[config.mk]
export PLATFORM = sky130hd
export DESIGN_NAME = bcd_rtc
export DESIGN_NICKNAME = d
export VERILOG_FILES = /design/src/rtl/rtc_pkg.sv /design/src/rtl/rtc_divider.sv /design/src/rtl/rtc_counters.sv /design/src/rtl/rtc_shadow.sv /design/src/rtl/bcd_rtc.sv
export SDC_FILE = /design/constraint.sdc
export NUM_CORES = 1
export LEC_CHECK = 0
export ABC_AREA = 0
export BUFFER_PORTS_ARGS = -buffer_cell sky130_fd_sc_hd__buf_2
export CAP_MARGIN = 20
export CORE_MARGIN = 1
export CORE_UTILIZATION = 50
export CTS_BUF_LIST = sky130_fd_sc_hd__clkbuf_4
export DETAILED_ROUTE_END_ITERATION = 16
export PLACE_DENSITY = 0.69
export SETUP_SLACK_MARGIN = 0.02
export SKIP_CTS_REPAIR_TIMING = 1
export SLEW_MARGIN = 30
export SYNTH_ARGS = -nofsm -noshare
export SYNTH_HDL_FRONTEND = slang
export SYNTH_SLANG_ARGS = --single-unit
[constraint.sdc]
create_clock -name clk -period 3.8 [get_ports clk]
set_input_delay 0.76 -clock clk [delete_from_list [all_inputs] [get_ports clk]]
set_output_delay 0.76 -clock clk [all_outputs]
set_load 0.005 [all_outputs]
[src/rtl/rtc_pkg.sv]
package rtc_pkg;
  localparam int NREG = 7;
  localparam int PTR_W = $clog2(NREG);
  localparam logic [PTR_W-1:0] LAST_ADDR = PTR_W'(NREG - 1);
  localparam logic [PTR_W-1:0] ADDR_SEC  = 3'd0;
  localparam logic [PTR_W-1:0] ADDR_MIN  = 3'd1;
  localparam logic [PTR_W-1:0] ADDR_HOUR = 3'd2;
  localparam logic [PTR_W-1:0] ADDR_DOW  = 3'd3;
  localparam logic [PTR_W-1:0] ADDR_DATE = 3'd4;
  localparam logic [PTR_W-1:0] ADDR_MON  = 3'd5;
  localparam logic [PTR_W-1:0] ADDR_YEAR = 3'd6;

  // add one to a two-digit BCD byte
  function automatic logic [7:0] bcd_inc(input logic [7:0] v);
    return (v[3:0] == 4'd9) ? {v[7:4] + 4'd1, 4'd0} : {v[7:4], v[3:0] + 4'd1};
  endfunction

  // year value (tens*10 + ones) divisible by four
  function automatic logic is_leap(input logic [7:0] yr);
    logic [6:0] bin;
    bin = {3'b000, yr[7:4]} * 7'd10 + {3'b000, yr[3:0]};
    return bin[1:0] == 2'b00;
  endfunction

  // last date of a month, BCD
  function automatic logic [7:0] month_end(input logic [7:0] mon, input logic [7:0] yr);
    case (mon[4:0])
      5'h02:                      return is_leap(yr) ? 8'h29 : 8'h28;
      5'h04, 5'h06, 5'h09, 5'h11: return 8'h30;
      default:                    return 8'h31;
    endcase
  endfunction

  // {day_carry, next hours byte} for both hour formats
  function automatic logic [8:0] hour_next(input logic [7:0] h);
    logic [7:0] nx;
    logic [7:0] hr;
    logic       cy;
    cy = 1'b0;
    if (h[6]) begin
      hr = {3'b000, h[4:0]};
      if (hr == 8'h12) nx = {2'b01, h[5], 5'h01};
      else if (hr == 8'h11) begin
        nx = {2'b01, ~h[5], 5'h12};
        cy = h[5];
      end else begin
        hr = bcd_inc(hr);
        nx = {2'b01, h[5], hr[4:0]};
      end
    end else begin
      hr = {2'b00, h[5:0]};
      if (hr == 8'h23) begin
        nx = 8'h00;
        cy = 1'b1;
      end else nx = bcd_inc(hr);
    end
    return {cy, nx};
  endfunction
endpackage

[src/rtl/rtc_divider.sv]
module rtc_divider #(
  parameter int DIV_BITS = 15
) (
  input  logic clk,
  input  logic rst_n,
  input  logic tick,
  input  logic clr,
  output logic sec_pulse,
  output logic sq
);
  localparam logic [DIV_BITS-1:0] TOP = '1;
  logic [DIV_BITS-1:0] cnt;

  always_ff @(posedge clk or negedge rst_n) begin
    if (!rst_n)    cnt <= '0;
    else if (clr)  cnt <= '0;
    else if (tick) cnt <= cnt + 1'b1;
  end

  assign sec_pulse = tick & ~clr & (cnt == TOP);
  assign sq        = cnt[DIV_BITS-1];
endmodule

[src/rtl/rtc_counters.sv]
module rtc_counters
  import rtc_pkg::*;
(
  input  logic                  clk,
  input  logic                  rst_n,
  input  logic                  sec_pulse,
  input  logic                  wr_en,
  input  logic [PTR_W-1:0]      wr_addr,
  input  logic [7:0]            wr_data,
  output logic [NREG*8-1:0]     live_flat
);
  logic [7:0] sec, min, hour, dow, date, mon, year;
  logic [8:0] hr_res;
  logic       c_min, c_hr, c_day, c_mon, c_yr, yr_wrap;
  logic [7:0] mend, mon_low_n;

  always_comb begin
    c_min     = sec_pulse & (sec == 8'h59);
    c_hr      = c_min & (min == 8'h59);
    hr_res    = hour_next(hour);
    c_day     = c_hr & hr_res[8];
    mend      = month_end(mon, year);
    c_mon     = c_day & (date == mend);
    c_yr      = c_mon & (mon[4:0] == 5'h12);
    yr_wrap   = c_yr & (year == 8'h99);
    mon_low_n = (mon[4:0] == 5'h12) ? 8'h01 : bcd_inc({3'b000, mon[4:0]});
  end

  always_ff @(posedge clk or negedge rst_n) begin
    if (!rst_n) begin
      sec <= 8'h00; min <= 8'h00; hour <= 8'h00; dow <= 8'h01;
      date <= 8'h01; mon <= 8'h01; year <= 8'h00;
    end else begin
      if (wr_en && wr_addr == ADDR_SEC) sec <= wr_data;
      else if (sec_pulse) sec <= (sec == 8'h59) ? 8'h00 : bcd_inc(sec);

      if (wr_en && wr_addr == ADDR_MIN) min <= wr_data;
      else if (c_min) min <= (min == 8'h59) ? 8'h00 : bcd_inc(min);

      if (wr_en && wr_addr == ADDR_HOUR) hour <= wr_data;
      else if (c_hr) hour <= hr_res[7:0];

      if (wr_en && wr_addr == ADDR_DOW) dow <= wr_data;
      else if (c_day) dow <= (dow == 8'h07) ? 8'h01 : bcd_inc(dow);

      if (wr_en && wr_addr == ADDR_DATE) date <= wr_data;
      else if (c_day) date <= (date == mend) ? 8'h01 : bcd_inc(date);

      if (wr_en && wr_addr == ADDR_MON) mon <= wr_data;
      else if (c_mon) mon <= {mon[7] ^ yr_wrap, 2'b00, mon_low_n[4:0]};

      if (wr_en && wr_addr == ADDR_YEAR) year <= wr_data;
      else if (c_yr) year <= (year == 8'h99) ? 8'h00 : bcd_inc(year);
    end
  end

  assign live_flat = {year, mon, date, dow, hour, min, sec};
endmodule

[src/rtl/rtc_shadow.sv]
module rtc_shadow
  import rtc_pkg::*;
(
  input  logic              clk,
  input  logic              rst_n,
  input  logic              bus_start,
  input  logic              ptr_load,
  input  logic [PTR_W-1:0]  ptr_val,
  input  logic              step,
  input  logic [NREG*8-1:0] live_flat,
  output logic [PTR_W-1:0]  ptr,
  output logic              snap_load,
  output logic [NREG*8-1:0] snap_flat,
  output logic [7:0]        rd_data
);
  logic [7:0] snap [NREG];

  assign snap_load = bus_start | (step & ~ptr_load & (ptr == LAST_ADDR));

  always_ff @(posedge clk or negedge rst_n) begin
    if (!rst_n)        ptr <= '0;
    else if (ptr_load) ptr <= (ptr_val > LAST_ADDR) ? '0 : ptr_val;
    else if (step)     ptr <= (ptr == LAST_ADDR) ? '0 : ptr + 1'b1;
  end

  for (genvar i = 0; i < NREG; i++) begin : g_snap
    always_ff @(posedge clk or negedge rst_n) begin
      if (!rst_n)         snap[i] <= 8'h00;
      else if (snap_load) snap[i] <= live_flat[i*8 +: 8];
    end
    assign snap_flat[i*8 +: 8] = snap[i];
  end

  assign rd_data = snap[ptr];
endmodule

[src/rtl/bcd_rtc.sv]
module bcd_rtc
  import rtc_pkg::*;
#(
  parameter int DIV_BITS = 15
) (
  input  logic       clk,
  input  logic       rst_n,
  input  logic       tick_32k,
  input  logic       bus_start,
  input  logic       ptr_load,
  input  logic [2:0] ptr_val,
  input  logic       rd_en,
  input  logic       wr_en,
  input  logic [7:0] wr_data,
  output logic [7:0] rd_data,
  output logic       sq_1hz
);
  logic              sec_pulse;
  logic              chain_clr;
  logic              snap_load;
  logic [PTR_W-1:0]  ptr;
  logic [NREG*8-1:0] live_flat;
  logic [NREG*8-1:0] snap_flat;

  assign chain_clr = wr_en & (ptr == ADDR_SEC);

  rtc_divider #(.DIV_BITS(DIV_BITS)) u_div (
    .clk(clk), .rst_n(rst_n), .tick(tick_32k), .clr(chain_clr),
    .sec_pulse(sec_pulse), .sq(sq_1hz)
  );

  rtc_counters u_cnt (
    .clk(clk), .rst_n(rst_n), .sec_pulse(sec_pulse), .wr_en(wr_en),
    .wr_addr(ptr), .wr_data(wr_data), .live_flat(live_flat)
  );

  rtc_shadow u_shd (
    .clk(clk), .rst_n(rst_n), .bus_start(bus_start), .ptr_load(ptr_load),
    .ptr_val(ptr_val), .step(rd_en | wr_en), .live_flat(live_flat),
    .ptr(ptr), .snap_load(snap_load), .snap_flat(snap_flat), .rd_data(rd_data)
  );
endmodule

# Yosys cells after proc, flatten, opt, wreduce, memory -nomap -nowiden

Index checks and enable logic that the tools add are counted.

Register bits after elaboration: 130
Latch bits: 0
Memory bits (writable): 0
Bits in read-only memories: 0
Input port bits: 18
Memories: 0

Add/subtract/negate cells: 18
$mul: 1
Divide/modulo/power cells: 0
Order comparisons: 2
Equality and inequality tests: 31
Shift-type cells: 0
Mux-type cells: 47
Bitwise logic cells: 18
Reductions and logical operators: 34

Operators with widths:

| kind                  | count |
|---|---|
| $mux 8                | 30 |
| $add 4x1->4 const B   | 12 |
| $mux 15               | 2 |
| $eq 4x4->1 const B    | 7 |
| $bmux 8 s3            | 1 |
| $eq 5x5->1 const B    | 4 |
| $reduce_bool 2->1     | 9 |
| $reduce_bool 3->1     | 6 |
| $eq 8x7->1 const B    | 2 |
| $pmux 8 s2            | 1 |
| $add 15x1->15 const B | 1 |
| $eq 15x15->1 const B  | 1 |
| $mux 5                | 3 |
| $mux 3                | 4 |
| $reduce_and 2->1      | 6 |
| $and 1x1->1           | 11 |
| $eq 5x3->1 const B    | 2 |
| $eq 3x3->1 const B    | 3 |
| $eq 8x3->1 const B    | 1 |
| $eq 8x8->1            | 1 |
| $eq 8x8->1 const B    | 1 |
| $logic_and 1x1->1     | 7 |
| $eq 3x2->1 const B    | 2 |
| $eq 6x6->1 const B    | 1 |
| other kinds (24)      | 33 |

# Longest topological paths before layout

Depth after elaboration: 14
Depth in mapped cells: 10
Gate-level depth less buffers: 8

# Cells and area by module

Synthesis repeated with hierarchy kept, for this count alone.

Cells, all modules: 742
Area total of the unflattened synthesis: 7519.7 sq um

By module, submodules not included:

| module       | times used | cells an instance | area each (sq um) | sequential area each (sq um) |
|---|---|---|---|---|
| rtc_counters | 1          | 453               | 3799.9            | 1405.1 |
| rtc_shadow   | 1          | 209               | 2899.0            | 1476.4 |
| rtc_divider  | 1          | 78                | 799.5             | 375.4 |
| bcd_rtc      | 1          | 2                 | 21.3              | 0.0 |

# Worst setup path after synthesis

Ideal clock, no wire load.

Path kind: input port to flip-flop
Start: in wr_en
End: reg u_cnt.date[6]
Library setup time: 0.082 ns
Arrival time: 2.611 ns
Data required time: 3.718 ns
Slack: 1.108 ns
Cell stages on the path: 7
Cell sequence: buf_2 -> nor4b_4 -> or3_4 -> nor4_4 -> nand3_2 -> or4b_1 -> a31oi_1

Word-level cells in the longest chain between the ends: 9

RTL lines:

| element                     | RTL line           | RTL |
|---|---|---|
| from (decl)                 | bcd_rtc.sv:13      | `input logic wr_en,` |
| $and 1x1->1                 | bcd_rtc.sv:25      | `assign chain_clr = wr_en & (ptr == ADDR_SEC);` |
| $not 1->1                   | rtc_divider.sv:20  | `assign sec_pulse = tick & ~clr & (cnt == TOP);` |
| $and 1x1->1 (2 in series)   | rtc_divider.sv:20  |  |
| $and 1x1->1                 | rtc_counters.sv:18 | `c_min = sec_pulse & (sec == 8'h59);` |
| $and 1x1->1                 | rtc_counters.sv:19 | `c_hr = c_min & (min == 8'h59);` |
| $and 1x1->1                 | rtc_counters.sv:21 | `c_day = c_hr & hr_res[8];` |
| $reduce_bool 2->1 (no line) | n/a                |  |
| $reduce_and 2->1 (no line)  | n/a                |  |
| to (signal assigned)        | rtc_counters.sv:46 | `if (wr_en && wr_addr == ADDR_DATE) date <= wr_data;` |
| to (signal assigned)        | rtc_counters.sv:47 | `else if (c_day) date <= (date == mend) ? 8'h01 : bcd_inc(date);` |
| to (decl)                   | rtc_counters.sv:12 | `logic [7:0] sec, min, hour, dow, date, mon, year;` |

Parallel ways exist; a longest one is shown, timed or not.
A chain may end at the register's enable or synchronous reset.

# Worst setup path in the final report

Start: reg u_shd.ptr[1]
End: out rd_data[5]

Word-level cells in the longest chain between the ends: 4

RTL lines:

| element                                    | RTL line         | RTL |
|---|---|---|
| from (decl)                                | rtc_shadow.sv:11 | `output logic [PTR_W-1:0] ptr,` |
| from (signal assigned)                     | rtc_shadow.sv:22 | `else if (ptr_load) ptr <= (ptr_val > LAST_ADDR) ? '0 : ptr_val;` |
| from (signal assigned)                     | rtc_shadow.sv:23 | `else if (step) ptr <= (ptr == LAST_ADDR) ? '0 : ptr + 1'b1;` |
| $not 3->4 (not written as such)            | rtc_shadow.sv:34 | `assign rd_data = snap[ptr];` |
| $bmux 8 s3                                 | rtc_shadow.sv:34 |  |
| $mux 8 (not written as such) (2 in series) | rtc_shadow.sv:34 |  |
| to (decl)                                  | bcd_rtc.sv:15    | `output logic [7:0] rd_data,` |

Every way passes these cells. The select of a mux whose other input is x is not followed.

==> out/summary.txt <==
Final Hold Fails: 0
Max Cap Violations: 0
Average size of a mapped cell: 9.65 um2
Fill count: 1243
Die Wd: 123 um
Final WL: 18600 um
Seq. cell area: 0.00326 mm2
RSZ-0062 raised after global routing: false
YS warnings: 0
Fin crit period: 3.29 ns
R2r startpoint: u_shd.ptr[1]
Setup crit end kind: primary output
Crit path DAT: 2.53 ns
Yosys top cell area share: 43.6%
Initial antenna violation count: 0
Leakage: 3.29 nW
Clk buf depth: 2
Root cell of the clock tree: clkbuf_4
Starting DRC count in detailed routing: 633
Post-synthesis sequential area ratio: 44.7%
Core Rows: 43
CP startpoint kind: flip-flop
Setup slack, reg-to-reg: 0.67 ns
Vias post-DR: 5967
EDFF count, synth: 0
Final period util: 86.6%
Vias in the first global route: 5665
Layout cells sized above 1: 16.5%
Pwr Density: 607 mW/mm2
Number of port buffers: 26
Pre-CTS setup slack: 0.618 ns
Nets@finish: 808
Outcome: completed
# IOs: 27
Setup TNS: 0 ns
Slowest CP cell: dfrtp_1
Peak VDD IR: 0.296 mV
Synth Instances: 756
Post-route DRC violation count: 0
Post-DRT Antenna Nets: 0
Full die area: 0.0151 mm2
Syn_nets: 793
Crit Reg-Reg Endpoint: u_cnt.dow[4]
Die Y: 123 um
Crit path kind: flip-flop to primary output
Setup Skew: 0.0184 ns
PnR worst setup slack: 0.509 ns
Routed len/inst: 19.3 um
Min-delay worst type: input pin to asynchronous set/reset pin
R2R cell count: 6
Yosys reg bits: 130
Worst setup path end: rd_data[5]
Area of the multi-input gates: 0.00383 mm2
CP Data Required Time: 3.04 ns
Distinct cells, synth: 61
DR pass1 iterations: 6
Final slew viol count: 0
H-tree Lvls: 4
Clock Sinks: 130
Synth area leaders: dfrtp_1 (44%), mux2_2 (6.9%), o21ai_0 (5.2%), nand2_1 (4.5%), nor2_1 (3.3%)
Cell accounting for the most synthesized area: dfrtp_1
Ys flop type: dfrtp_1
Crit-path max cell delay: 0.82 ns
CP Max Fanout: 16
Setup crit start: u_shd.ptr[1]
Drt via density: 6.19
Cts bufs inserted: 17
Largest net degree at the start of global routing: 70
Crit path cell chain: nor2b_2 > a21oi_1 > o21ai_0 > buf_2
Fmax: 304 MHz
First-pass GRT wire length: 29700 um
Post-Syn Area: 0.00729 mm2
Tightest Pin Transition: 0.800 ns
Final setup vio count: 0
RePlAce Congestion: 0.920
Initial Utilization: 51.9%
DP Wirelength: 13100 um
Core area: 0.0140 mm2
Syn-to-layout area delta: 7.74%
Clock Latency Late Sink: 0.54 ns
GRT overflow: 0
Async set-reset flop share out of synthesis: 100%
Relative slew slack: 46.7%
GRT Overall Usage: 26.4%
Reg clk slew, reported paths: 0.11 ns
CTS tree: built
N_diodes: 0
## worst min path at each step
stage                        start                   to  slack [ns]  cells after the start
2_1_floorplan  u_shd.snap_flat[20]  u_shd.snap_flat[20]        0.44                      2
3_3_place_gp   u_shd.snap_flat[20]  u_shd.snap_flat[20]        0.46                      2
3_5_place_dp   u_shd.snap_flat[28]  u_shd.snap_flat[28]        0.47                      2
4_1_cts                      rst_n         u_div.cnt[3]        0.30                      1
5_1_grt                      rst_n        u_div.cnt[13]        0.32                      1
6_report                     rst_n         u_div.cnt[1]        0.28                      1
## final cells by class
type,instances,share of cell area [%]
Clock buffer,19,1.82
Clock inverter,13,1.53
Multi-Input combinational cell,569,48.8
Sequential cell,130,41.5
Timing Repair Buffer,35,2.71
Tap cell,180,2.87
Inverter,18,0.860
## cell usage after synthesis (all sizes together) (3+ instances only)
library cell,instances
nand4,9
clkbuf,24
a31oi,19
nor4,4
or4,4
mux2,45
a21oi,38
inv,18
a32oi,4
a22o,3
a211oi,3
nor3b,8
nor4b,3
nand2b,8
nand4b,3
xor2,15
nor2b,6
dfrtp,127
buf,15
nand3b,8
o21ai,76
and3,12
dfstp,3
mux2i,17
or3,10
nand3,25
nand2,88
mux4,8
ha,19
o31ai,11
xnor2,6
and4,4
nor2,65
and2,9
nor3,9
o41ai,3
## metrics by stage
stage | hold WS, ns | area, um2 | std cells | utilization, % | power, mW
detailed placement | 0.473 | 7590 | 932 | 54.1 | 3.87
global placement | 0.458 | 7590 | 932 | 54.1 | 3.77
floorplan | 0.445 | 7290 | 756 | - | 3.34
global route | 0.323 | 7860 | 964 | 55.9 | 5.08
finish | 0.280 | 7860 | 964 | 55.9 | 4.77
CTS | 0.299 | 7850 | 964 | 55.9 | 4.76
## registers in the layout, summed over array words and instances (netlist names)
register         cells
u_shd.snap_flat     56
u_div.cnt           15
u_cnt.date           8
u_cnt.hour           8
u_cnt.mon            8
u_cnt.sec            8
u_cnt.min            8
u_cnt.dow            8
u_cnt.year           8
u_shd.ptr            3
## critical path: cells and delay by family, from the launching register on
kind / cells / cell delay, ns
flip-flops: 1 / 0.82
AND/OR/NAND/NOR: 1 / 0.66
AO/OA/AOI/OAI: 2 / 0.36
buffers and inverters: 1 / 0.16
## cells in the final DEF (no fill, tap or decap), drive strengths merged, types with 4 or more instances in the layout
cell type | netlist | layout
a21oi | 38 | 38
a31oi | 19 | 19
a32oi | 4 | 4
and2 | 9 | 9
and3 | 12 | 12
and4 | 4 | 4
buf | 15 | 35
clkbuf | 24 | 19
clkinv | 0 | 8
dfrtp | 127 | 127
ha | 19 | 19
inv | 18 | 18
mux2 | 45 | 45
mux2i | 17 | 17
mux4 | 8 | 8
nand2 | 88 | 88
nand2b | 8 | 8
nand3 | 25 | 25
nand3b | 8 | 8
nand4 | 9 | 9
nor2 | 65 | 65
nor2b | 6 | 6
nor3 | 9 | 9
nor3b | 8 | 8
nor4 | 4 | 4
o21ai | 76 | 76
o31ai | 11 | 11
or3 | 10 | 10
or4 | 4 | 4
xnor2 | 6 | 6
xor2 | 15 | 15
## power breakdown
| part | internal (mW) | switching (mW) | leakage [nW] | total [mW] |
|---|---|---|---|---|
| Sequential | 1.87 | 0.577 | 1.60 | 2.45 |
| Clock | 0.391 | 0.506 | 0.136 | 0.898 |
| Combinational | 0.699 | 0.723 | 1.56 | 1.42 |
| Total | 2.96 | 1.81 | 3.29 | 4.77 |
## metal layers
| layer | vias to the layer above | wire [um] | global-route usage (%) |
|---|---|---|---|
| met3 | 34 | 1250 | 5.62 |
| met5 | - | 0 | 0 |
| li1 | 2772 | - | - |
| met1 | 2955 | 8400 | 36.4 |
| met4 | 0 | 498 | 10.9 |
| met2 | 206 | 8480 | 40.3 |
## kinds of logic (layout without fill, tap and decap cells)
family          Yosys count  after routing  synth area share (%)
flops                   130            130                  44.7
mux                      70             70                  11.8
compound gates          177            177                  14.7
fa+ha+maj                19             19                  3.26
simple gates            282            282                  20.0
xor+xnor                 21             21                  2.52
buf+inv                  57             85                  3.12
(Power assumes the default switching activity.)
